==> config.mk <==
export PLATFORM = sky130hd
export DESIGN_NAME = bmv_addr_unit
export DESIGN_NICKNAME = d
export VERILOG_FILES = /design/src/rtl/bmv_pkg.sv /design/src/rtl/bmv_fetch.sv /design/src/rtl/bmv_hisel.sv /design/src/rtl/bmv_compose.sv /design/src/rtl/bmv_addr_unit.sv
export SDC_FILE = /design/constraint.sdc
export NUM_CORES = 1
export LEC_CHECK = 0
export BUFFER_PORTS_ARGS = -buffer_cell sky130_fd_sc_hd__buf_2
export CAP_MARGIN = 0
export CORE_AREA = 2 2 440 442
export DETAILED_ROUTE_END_ITERATION = 7
export DIE_AREA = 0 0 442 444
export PLACE_DENSITY = 0.34
export SETUP_SLACK_MARGIN = 0.2
export SLEW_MARGIN = 20
export SYNTH_ARGS = -nofsm -noshare
export SYNTH_HDL_FRONTEND = slang
export SYNTH_SLANG_ARGS = --single-unit
==> constraint.sdc <==
create_clock -name clk -period 2.12 [get_ports clk]
set_input_delay 0.212 -clock clk [delete_from_list [all_inputs] [get_ports clk]]
set_output_delay 0.212 -clock clk [all_outputs]
set_load 0.02 [all_outputs]
==> src/rtl/bmv_pkg.sv <==
package bmv_pkg;
    localparam int WORD_W  = 32;
    localparam int CNT_W   = 24;
    localparam int SEL_W   = 5;
    localparam int SEL_LSB = 24;
    localparam int PH_W    = 3;
    localparam int PH_LSB  = 24;
    localparam int IND_BIT = 29;
    localparam int TBL_BIT = 28;
    localparam int HI8_W   = 8;
    localparam int N_FIXED = 6;

    typedef enum logic [2:0] {
        S_IDLE    = 3'd0,
        S_IND     = 3'd1,
        S_TBL_LO  = 3'd2,
        S_TBL_HI  = 3'd3,
        S_DIR_HI  = 3'd4,
        S_RESOLVE = 3'd5
    } bmv_state_t;
endpackage

==> src/rtl/bmv_fetch.sv <==
module bmv_fetch
    import bmv_pkg::*;
(
    input  logic              clk,
    input  logic              rst_n,
    input  logic              go_i,
    input  logic [WORD_W-1:0] go_addr_i,
    output logic              rd_req_o,
    output logic [WORD_W-1:0] rd_addr_o,
    input  logic              rd_ack_i,
    input  logic [WORD_W-1:0] rd_data_i,
    output logic              got_o,
    output logic [WORD_W-1:0] got_data_o
);
    always_ff @(posedge clk or negedge rst_n) begin
        if (!rst_n) begin
            rd_req_o   <= 1'b0;
            rd_addr_o  <= '0;
            got_o      <= 1'b0;
            got_data_o <= '0;
        end else begin
            got_o <= 1'b0;
            if (go_i) begin
                rd_req_o  <= 1'b1;
                rd_addr_o <= go_addr_i;
            end else if (rd_req_o && rd_ack_i) begin
                rd_req_o   <= 1'b0;
                got_o      <= 1'b1;
                got_data_o <= rd_data_i;
            end
        end
    end


    req_hold_chk: assert property (@(posedge clk) disable iff (!rst_n)
        rd_req_o && !rd_ack_i |=> rd_req_o && $stable(rd_addr_o));


    one_out_chk: assert property (@(posedge clk) disable iff (!rst_n)
        rd_req_o |-> !go_i);
endmodule

==> src/rtl/bmv_hisel.sv <==
module bmv_hisel
    import bmv_pkg::*;
#(
    parameter int N_SCRATCH = 16
) (
    input  logic [SEL_W-1:0]                 sel_i,
    input  logic [N_SCRATCH-1:0][WORD_W-1:0] scratch_i,
    input  logic [WORD_W-1:0]                rd_sel_i,
    input  logic [WORD_W-1:0]                wr_sel_i,
    input  logic [WORD_W-1:0]                fetch_stat_i,
    input  logic [WORD_W-1:0]                dyn_sel_i,
    input  logic [WORD_W-1:0]                src_hi_i,
    input  logic [WORD_W-1:0]                dst_hi_i,
    output logic [WORD_W-1:0]                val_o,
    output logic                             illegal_o
);
    localparam int NSRC = N_SCRATCH + N_FIXED;

    logic [WORD_W-1:0] pool [NSRC];

    for (genvar g = 0; g < N_SCRATCH; g++) begin : g_scr
        assign pool[g] = scratch_i[g];
    end
    assign pool[N_SCRATCH + 0] = rd_sel_i;
    assign pool[N_SCRATCH + 1] = wr_sel_i;
    assign pool[N_SCRATCH + 2] = fetch_stat_i;
    assign pool[N_SCRATCH + 3] = dyn_sel_i;
    assign pool[N_SCRATCH + 4] = src_hi_i;
    assign pool[N_SCRATCH + 5] = dst_hi_i;

    always_comb begin
        val_o     = '0;
        illegal_o = 1'b1;
        for (int k = 0; k < NSRC; k++) begin
            if (sel_i == k[SEL_W-1:0]) begin
                val_o     = pool[k];
                illegal_o = 1'b0;
            end
        end
    end


    always_comb begin
        legal_range_chk: assert (!(sel_i < SEL_W'(N_SCRATCH) && illegal_o));
    end
endmodule

==> src/rtl/bmv_compose.sv <==
module bmv_compose
    import bmv_pkg::*;
(
    input  logic                  use_stored_i,
    input  logic [WORD_W-1:0]     stored_i,
    input  logic [WORD_W-1:0]     dst_hi_i,
    input  logic [WORD_W-1:0]     src_hi_i,
    input  logic [WORD_W-1:0]     lo_i,
    output logic [2*WORD_W-1:0]   addr_o
);
    logic [WORD_W-1:0] hi;

    always_comb begin
        if (use_stored_i)
            hi = stored_i;
        else if (dst_hi_i != '0)
            hi = dst_hi_i;
        else if (src_hi_i != '0)
            hi = src_hi_i;
        else
            hi = '0;
        addr_o = {hi, lo_i};
    end
endmodule

==> src/rtl/bmv_addr_unit.sv <==
module bmv_addr_unit
    import bmv_pkg::*;
#(
    parameter int N_SCRATCH = 16
) (
    input  logic                             clk,
    input  logic                             rst_n,
    input  logic                             start_i,
    input  logic [WORD_W-1:0]                insn_i,
    input  logic [WORD_W-1:0]                ptr_i,
    input  logic [WORD_W-1:0]                script_ptr_i,
    input  logic [WORD_W-1:0]                tbl_base_i,
    input  logic [PH_W-1:0]                  phase_i,
    input  logic                             wide40_i,
    input  logic                             tbl64_i,
    input  logic                             dir64_i,
    input  logic [N_SCRATCH-1:0][WORD_W-1:0] scratch_i,
    input  logic [WORD_W-1:0]                rd_sel_i,
    input  logic [WORD_W-1:0]                wr_sel_i,
    input  logic [WORD_W-1:0]                fetch_stat_i,
    input  logic [WORD_W-1:0]                dyn_sel_i,
    input  logic [WORD_W-1:0]                src_hi_i,
    input  logic [WORD_W-1:0]                dst_hi_i,
    output logic                             rd_req_o,
    output logic [WORD_W-1:0]                rd_addr_o,
    input  logic                             rd_ack_i,
    input  logic [WORD_W-1:0]                rd_data_i,
    output logic                             done_o,
    output logic                             phase_err_o,
    output logic                             sel_err_o,
    output logic [CNT_W-1:0]                 byte_cnt_o,
    output logic [CNT_W-1:0]                 rem_cnt_o,
    output logic [2*WORD_W-1:0]              dma_addr_o,
    output logic [WORD_W-1:0]                saved_pc_o,
    output logic [WORD_W-1:0]                script_ptr_o,
    output logic [WORD_W-1:0]                dst_hi_o
);
    localparam int STEP    = WORD_W / 8;
    localparam int EXT_W   = WORD_W - CNT_W;
    localparam int PC_BACK = 2 * STEP;

    bmv_state_t state_q, state_d;

    logic [WORD_W-1:0] insn_q, lo_q, tw0_q, dhi_q, base_q, sp_q;
    logic              w40_q, t64_q, tbl_q, dir_q;
    logic              go;
    logic [WORD_W-1:0] go_addr;
    logic              got;
    logic [WORD_W-1:0] got_data;
    logic [WORD_W-1:0] tbl_addr_c;

    assign tbl_addr_c = tbl_base_i + {{EXT_W{ptr_i[CNT_W-1]}}, ptr_i[CNT_W-1:0]};

    bmv_fetch u_fetch (
        .clk        (clk),
        .rst_n      (rst_n),
        .go_i       (go),
        .go_addr_i  (go_addr),
        .rd_req_o   (rd_req_o),
        .rd_addr_o  (rd_addr_o),
        .rd_ack_i   (rd_ack_i),
        .rd_data_i  (rd_data_i),
        .got_o      (got),
        .got_data_o (got_data)
    );

    // next state and read launch
    always_comb begin
        state_d = state_q;
        go      = 1'b0;
        go_addr = '0;
        unique case (state_q)
            S_IDLE: begin
                if (start_i) begin
                    if (insn_i[IND_BIT]) begin
                        state_d = S_IND;
                        go      = 1'b1;
                        go_addr = ptr_i;
                    end else if (insn_i[TBL_BIT]) begin
                        state_d = S_TBL_LO;
                        go      = 1'b1;
                        go_addr = tbl_addr_c;
                    end else if (dir64_i) begin
                        state_d = S_DIR_HI;
                        go      = 1'b1;
                        go_addr = script_ptr_i;
                    end else begin
                        state_d = S_RESOLVE;
                    end
                end
            end
            S_IND:    if (got) state_d = S_RESOLVE;
            S_TBL_LO: begin
                if (got) begin
                    state_d = S_TBL_HI;
                    go      = 1'b1;
                    go_addr = base_q + WORD_W'(STEP);
                end
            end
            S_TBL_HI:  if (got) state_d = S_RESOLVE;
            S_DIR_HI:  if (got) state_d = S_RESOLVE;
            S_RESOLVE: state_d = S_IDLE;
            default:   state_d = S_IDLE;
        endcase
    end

    always_ff @(posedge clk or negedge rst_n) begin
        if (!rst_n) state_q <= S_IDLE;
        else        state_q <= state_d;
    end

    // operand capture
    always_ff @(posedge clk or negedge rst_n) begin
        if (!rst_n) begin
            insn_q <= '0;
            lo_q   <= '0;
            tw0_q  <= '0;
            dhi_q  <= '0;
            base_q <= '0;
            sp_q   <= '0;
            w40_q  <= 1'b0;
            t64_q  <= 1'b0;
            tbl_q  <= 1'b0;
            dir_q  <= 1'b0;
        end else begin
            if (state_q == S_IDLE && start_i) begin
                insn_q <= insn_i;
                lo_q   <= ptr_i;
                tw0_q  <= '0;
                dhi_q  <= dst_hi_i;
                base_q <= tbl_addr_c;
                sp_q   <= script_ptr_i;
                w40_q  <= wide40_i;
                t64_q  <= tbl64_i;
                tbl_q  <= !insn_i[IND_BIT] && insn_i[TBL_BIT];
                dir_q  <= !insn_i[IND_BIT] && !insn_i[TBL_BIT] && dir64_i;
            end
            if (got) begin
                unique case (state_q)
                    S_IND:    lo_q  <= got_data;
                    S_TBL_LO: tw0_q <= got_data;
                    S_TBL_HI: lo_q  <= got_data;
                    S_DIR_HI: dhi_q <= got_data;
                    default:  ;
                endcase
            end
        end
    end

    // resolve stage
    logic [WORD_W-1:0]   sel_val;
    logic                sel_bad;
    logic [WORD_W-1:0]   stored_c;
    logic                bad_c;
    logic [2*WORD_W-1:0] addr_c;
    logic [CNT_W-1:0]    cnt_c;

    bmv_hisel #(.N_SCRATCH(N_SCRATCH)) u_hisel (
        .sel_i        (tw0_q[SEL_LSB +: SEL_W]),
        .scratch_i    (scratch_i),
        .rd_sel_i     (rd_sel_i),
        .wr_sel_i     (wr_sel_i),
        .fetch_stat_i (fetch_stat_i),
        .dyn_sel_i    (dyn_sel_i),
        .src_hi_i     (src_hi_i),
        .dst_hi_i     (dhi_q),
        .val_o        (sel_val),
        .illegal_o    (sel_bad)
    );

    always_comb begin
        stored_c = '0;
        bad_c    = 1'b0;
        if (tbl_q) begin
            if (w40_q) begin
                stored_c = {{(WORD_W-HI8_W){1'b0}}, tw0_q[WORD_W-1 -: HI8_W]};
            end else if (t64_q) begin
                if (sel_bad) bad_c    = 1'b1;
                else         stored_c = sel_val;
            end
        end
        cnt_c = tbl_q ? tw0_q[CNT_W-1:0] : insn_q[CNT_W-1:0];
    end

    bmv_compose u_compose (
        .use_stored_i (w40_q || t64_q),
        .stored_i     (stored_c),
        .dst_hi_i     (dhi_q),
        .src_hi_i     (src_hi_i),
        .lo_i         (lo_q),
        .addr_o       (addr_c)
    );

    // output registers
    always_ff @(posedge clk or negedge rst_n) begin
        if (!rst_n) begin
            done_o       <= 1'b0;
            phase_err_o  <= 1'b0;
            sel_err_o    <= 1'b0;
            byte_cnt_o   <= '0;
            rem_cnt_o    <= '0;
            dma_addr_o   <= '0;
            saved_pc_o   <= '0;
            script_ptr_o <= '0;
            dst_hi_o     <= '0;
        end else begin
            done_o      <= 1'b0;
            phase_err_o <= 1'b0;
            sel_err_o   <= 1'b0;
            if (state_q == S_RESOLVE) begin
                if (insn_q[PH_LSB +: PH_W] == phase_i) done_o <= 1'b1;
                else                                   phase_err_o <= 1'b1;
                sel_err_o    <= bad_c;
                byte_cnt_o   <= cnt_c;
                rem_cnt_o    <= cnt_c;
                dma_addr_o   <= addr_c;
                saved_pc_o   <= sp_q - WORD_W'(PC_BACK);
                script_ptr_o <= dir_q ? sp_q + WORD_W'(STEP) : sp_q;
                dst_hi_o     <= dhi_q;
            end
        end
    end


    done_pulse_chk: assert property (@(posedge clk) disable iff (!rst_n)
        done_o |=> !done_o);


    done_excl_chk: assert property (@(posedge clk) disable iff (!rst_n)
        !(done_o && phase_err_o));


    sel_err_hi_chk: assert property (@(posedge clk) disable iff (!rst_n)
        sel_err_o |-> dma_addr_o[2*WORD_W-1:WORD_W] == '0);


    req_in_read_chk: assert property (@(posedge clk) disable iff (!rst_n)
        rd_req_o |-> (state_q inside {S_IND, S_TBL_LO, S_TBL_HI, S_DIR_HI}));


    result_after_resolve_chk: assert property (@(posedge clk) disable iff (!rst_n)
        (done_o || phase_err_o) |-> $past(state_q) == S_RESOLVE);
endmodule

==> flow_metrics.tcl <==
set metrics [dict create \
    status "finished with violations" \
    violations "setup timing" \
    crit_path_start_kind "flop" \
    worstPathArrival_ns 3.41 \
    p_leak_nw 22.4 \
    cts_buffer_depth 3 \
    yosysTopAreaCell "dfrtp_1" \
    grt_pass1_wl_mm 308 \
    insertion_delay_ns 0.68 \
    synth_most_common_cell "nand2_1" \
    max_freq_mhz 351 \
    vias 34600 \
    p_per_area_nw_per_um2 1200 \
    worstSetupPathType "reg -> reg" \
    drive_gt1_share_pct 47.4 \
    drcViolationCount 0 \
    worstPathRequired_ns 2.67 \
    dp_hpwl_mm 194 \
    crit_path_start "tw0_q[24]" \
    clock_sinks 445 \
    ys_top_cells_by_count "nand2_1, dfrtp_1, o21ai_0" \
    die_y_microns 444 \
    post_drt_wl_per_cell_microns 29.9 \
    final_hold_viol_count 0 \
    synth_area_sq_um 27900 \
    cts_tree "yes" \
    gp_congestion 0.947 \
    die_w_microns 442 \
    critPathSlowestCell "dfrtp_4" \
    core_sq_um 192000 \
    finalPower_mw 59.5 \
    via_per_inst 4.43 \
    synth-main-ff-cell "dfrtp_1" \
    critical_path.top_delay_family "compound AO/OA/AOI/OAI gates" \
    synth_area_leaders "dfrtp_1, nand2_1, mux2i_1" \
    rsz0062_at_grt "true" \
    crit_path_max_fanout 9 \
    first_pass_iters 5 \
    synth-seq-area-share_pct 39.9 \
    path_clk_slew_ns 0.06 \
    path_buf_inv 3 \
    drtIter0Drc 2042 \
    worst_slew_pin_slew_ns 0.796 \
    placementRows 161 \
    cts_made_buffers 58 \
    finalSetupViolCount 42 \
    grt_pass1_vias 35400 \
    fin_cells 7809 \
    synth.net_count 4220 \
    min-delay-start "ptr_i[5]" \
    synth_top_area_share_pct 39.9 \
    synth_edf_count 0 \
    r2r_setup_slack_ns -0.73 \
    maxSlewViolCount 0 \
    crit_path_end_kind "flop" \
    boundaryPins 1118 \
    overflow 0 \
    hold_slack_ns 0.0516 \
    grt_util_all_layers_pct 22.7 \
    post-route-min-period_ns 2.85 \
    ys_types 85 \
    htree_levels 2 \
    async_flop_share_pct 100 \
    placedCellCount 7332 \
    wl_mm 233 \
    root_buffer "clkbuf_16" \
    yosys_warnings 0 \
    port_buffers 1114 \
    nNetsFinal 6077 \
    layout_setup_ws_ns -0.732 \
    crit_path_max_incr_delay_ns 0.52 \
    max-vdd-ir-drop_mv 0.611 \
    netlist_instances 3310 \
    avgSynthCellArea_sq_um 8.43 \
    initial_utilization_pct 14.6 \
    synth-seq-cells 445 \
    crit_chain "buf_12 -> buf_8 -> mux4_2 -> nand2_1 -> o211ai_1 -> a211oi_2 -> buf_4 -> o221ai_4 -> a31oi_2 -> o22a_1 -> o21ai_1" \
    fin_crit_sh_pct 135 \
    regToRegStartpoint "tw0_q[24]" \
    grt_max_degree 146 \
    antenna_found_initial 133 \
    syn2layout_area_growth_pct 77.5 \
    hp-class "in -> reg" \
    die_area_sq_um 196000 \
    post-place-ws_ns -1.26 \
    ant_nets 0 \
    relSlewSlack_pct 46.4 \
    clock_skew_ns 0.0417 \
    maxCapViolations 0 \
]
## flip-flops by register name, summed over array words and instances (netlist names), 3 cells and up
signal	cells
dst_hi_o	32
u_fetch.got_data_o	32
dhi_q	32
base_q	32
dma_addr_o	64
tw0_q	32
state_q	3
sp_q	32
insn_q	27
script_ptr_o	30
u_fetch.rd_addr_o	32
rem_cnt_o	24
saved_pc_o	32
lo_q	32
## area by class of cell
| cell class | instances | area, sq um |
|---|---|---|
| fillers | 21100 | 142000 |
| multi-input cells | 2548 | 18000 |
| repair buffers | 2091 | 14900 |
| flip-flops and latches | 445 | 11200 |
| well taps | 2526 | 3160 |
| clock buffers | 73 | 1570 |
| clock inverters | 35 | 487 |
| diodes | 68 | 170 |
| inverters | 23 | 86.3 |
## final timing paths
check / endpoint / cells past startpoint
worst max-delay path: dma_addr_o[52] / 11
worst min-delay path: lo_q[5] / 4
worst max register to register: dma_addr_o[52] / 11
worst min register to register: saved_pc_o[1] / 2
max in group asynchronous: script_ptr_o[19] / 3
min in group asynchronous: lo_q[12] / 2
## worst register-to-register path: cells and delay by family, from the launching register on
family	cells	cell delay, ns
compound gates	6	1.06
buf+inv	3	0.53
flops	1	0.52
mux	1	0.50
simple gates	1	0.11
## cell families after synthesis
logic type | after synthesis | synth area share (%)
compound gates | 1000 | 23.3
xor+xnor | 111 | 3.48
fa+ha+maj | 36 | 1.64
buf+inv | 317 | 5.18
flops | 445 | 39.9
mux | 198 | 8.08
simple gates | 1203 | 18.5
## cell usage in the layout (no fill, tap or decap), types with 31 or more instances in the layout
cell,n
buf_6,68
a21oi_1,176
diode_2,68
clkbuf_16,62
a31oi_1,60
o21ai_1,85
buf_4,622
a221o_1,46
o21ai_0,189
xor2_1,36
dlygate4sd3_1,192
nor2_4,31
nand2_1,730
mux2i_1,127
a221oi_2,31
xnor2_1,46
buf_12,66
dfrtp_1,434
nor2_1,167
a22o_1,33
nand3_1,32
buf_2,1106
a21oi_2,33
## metrics by stage
stage / cell area, sq um / TNS (ns) / utilization (%)
after detailed placement: 41500 / -68.75 / 21.7
after CTS: 48000 / -34.25 / 25.0
after global routing: 49500 / -23.57 / 25.8
after floorplan: 28500 / -2.60 / -
after global placement: 41500 / -70.80 / 21.7
final: 49600 / -18.30 / 25.9
## report_power, final
group,internal [mW],switching (mW)
combinational,13.6,18.3
clock,6.38,4.54
sequential,12.5,4.20
total,32.5,27.0
## metal layers
metal / track usage [%] / up-vias / part of all wire [%]
met5: 0 / - / 0.049
met4: 11.2 / 18 / 6.2
met3: 2.79 / 452 / 3.6
met2: 44.9 / 1255 / 55
met1: 23.1 / 17100 / 35
li1: - / 15700 / -
## what timing repair did
| action | in CTS | in global routing |
|---|---|---|
| resized for setup | 402 | 233 |
| hold buffers | 192 | 2 |
| pin swaps | 133 | 136 |
| hold endpoints to repair | 603 | 2 |
| buffers inserted | 75 | 23 |
| cloned | 6 | 4 |
| setup endpoints to repair | 166 | 201 |
(Power assumes the default switching activity.)
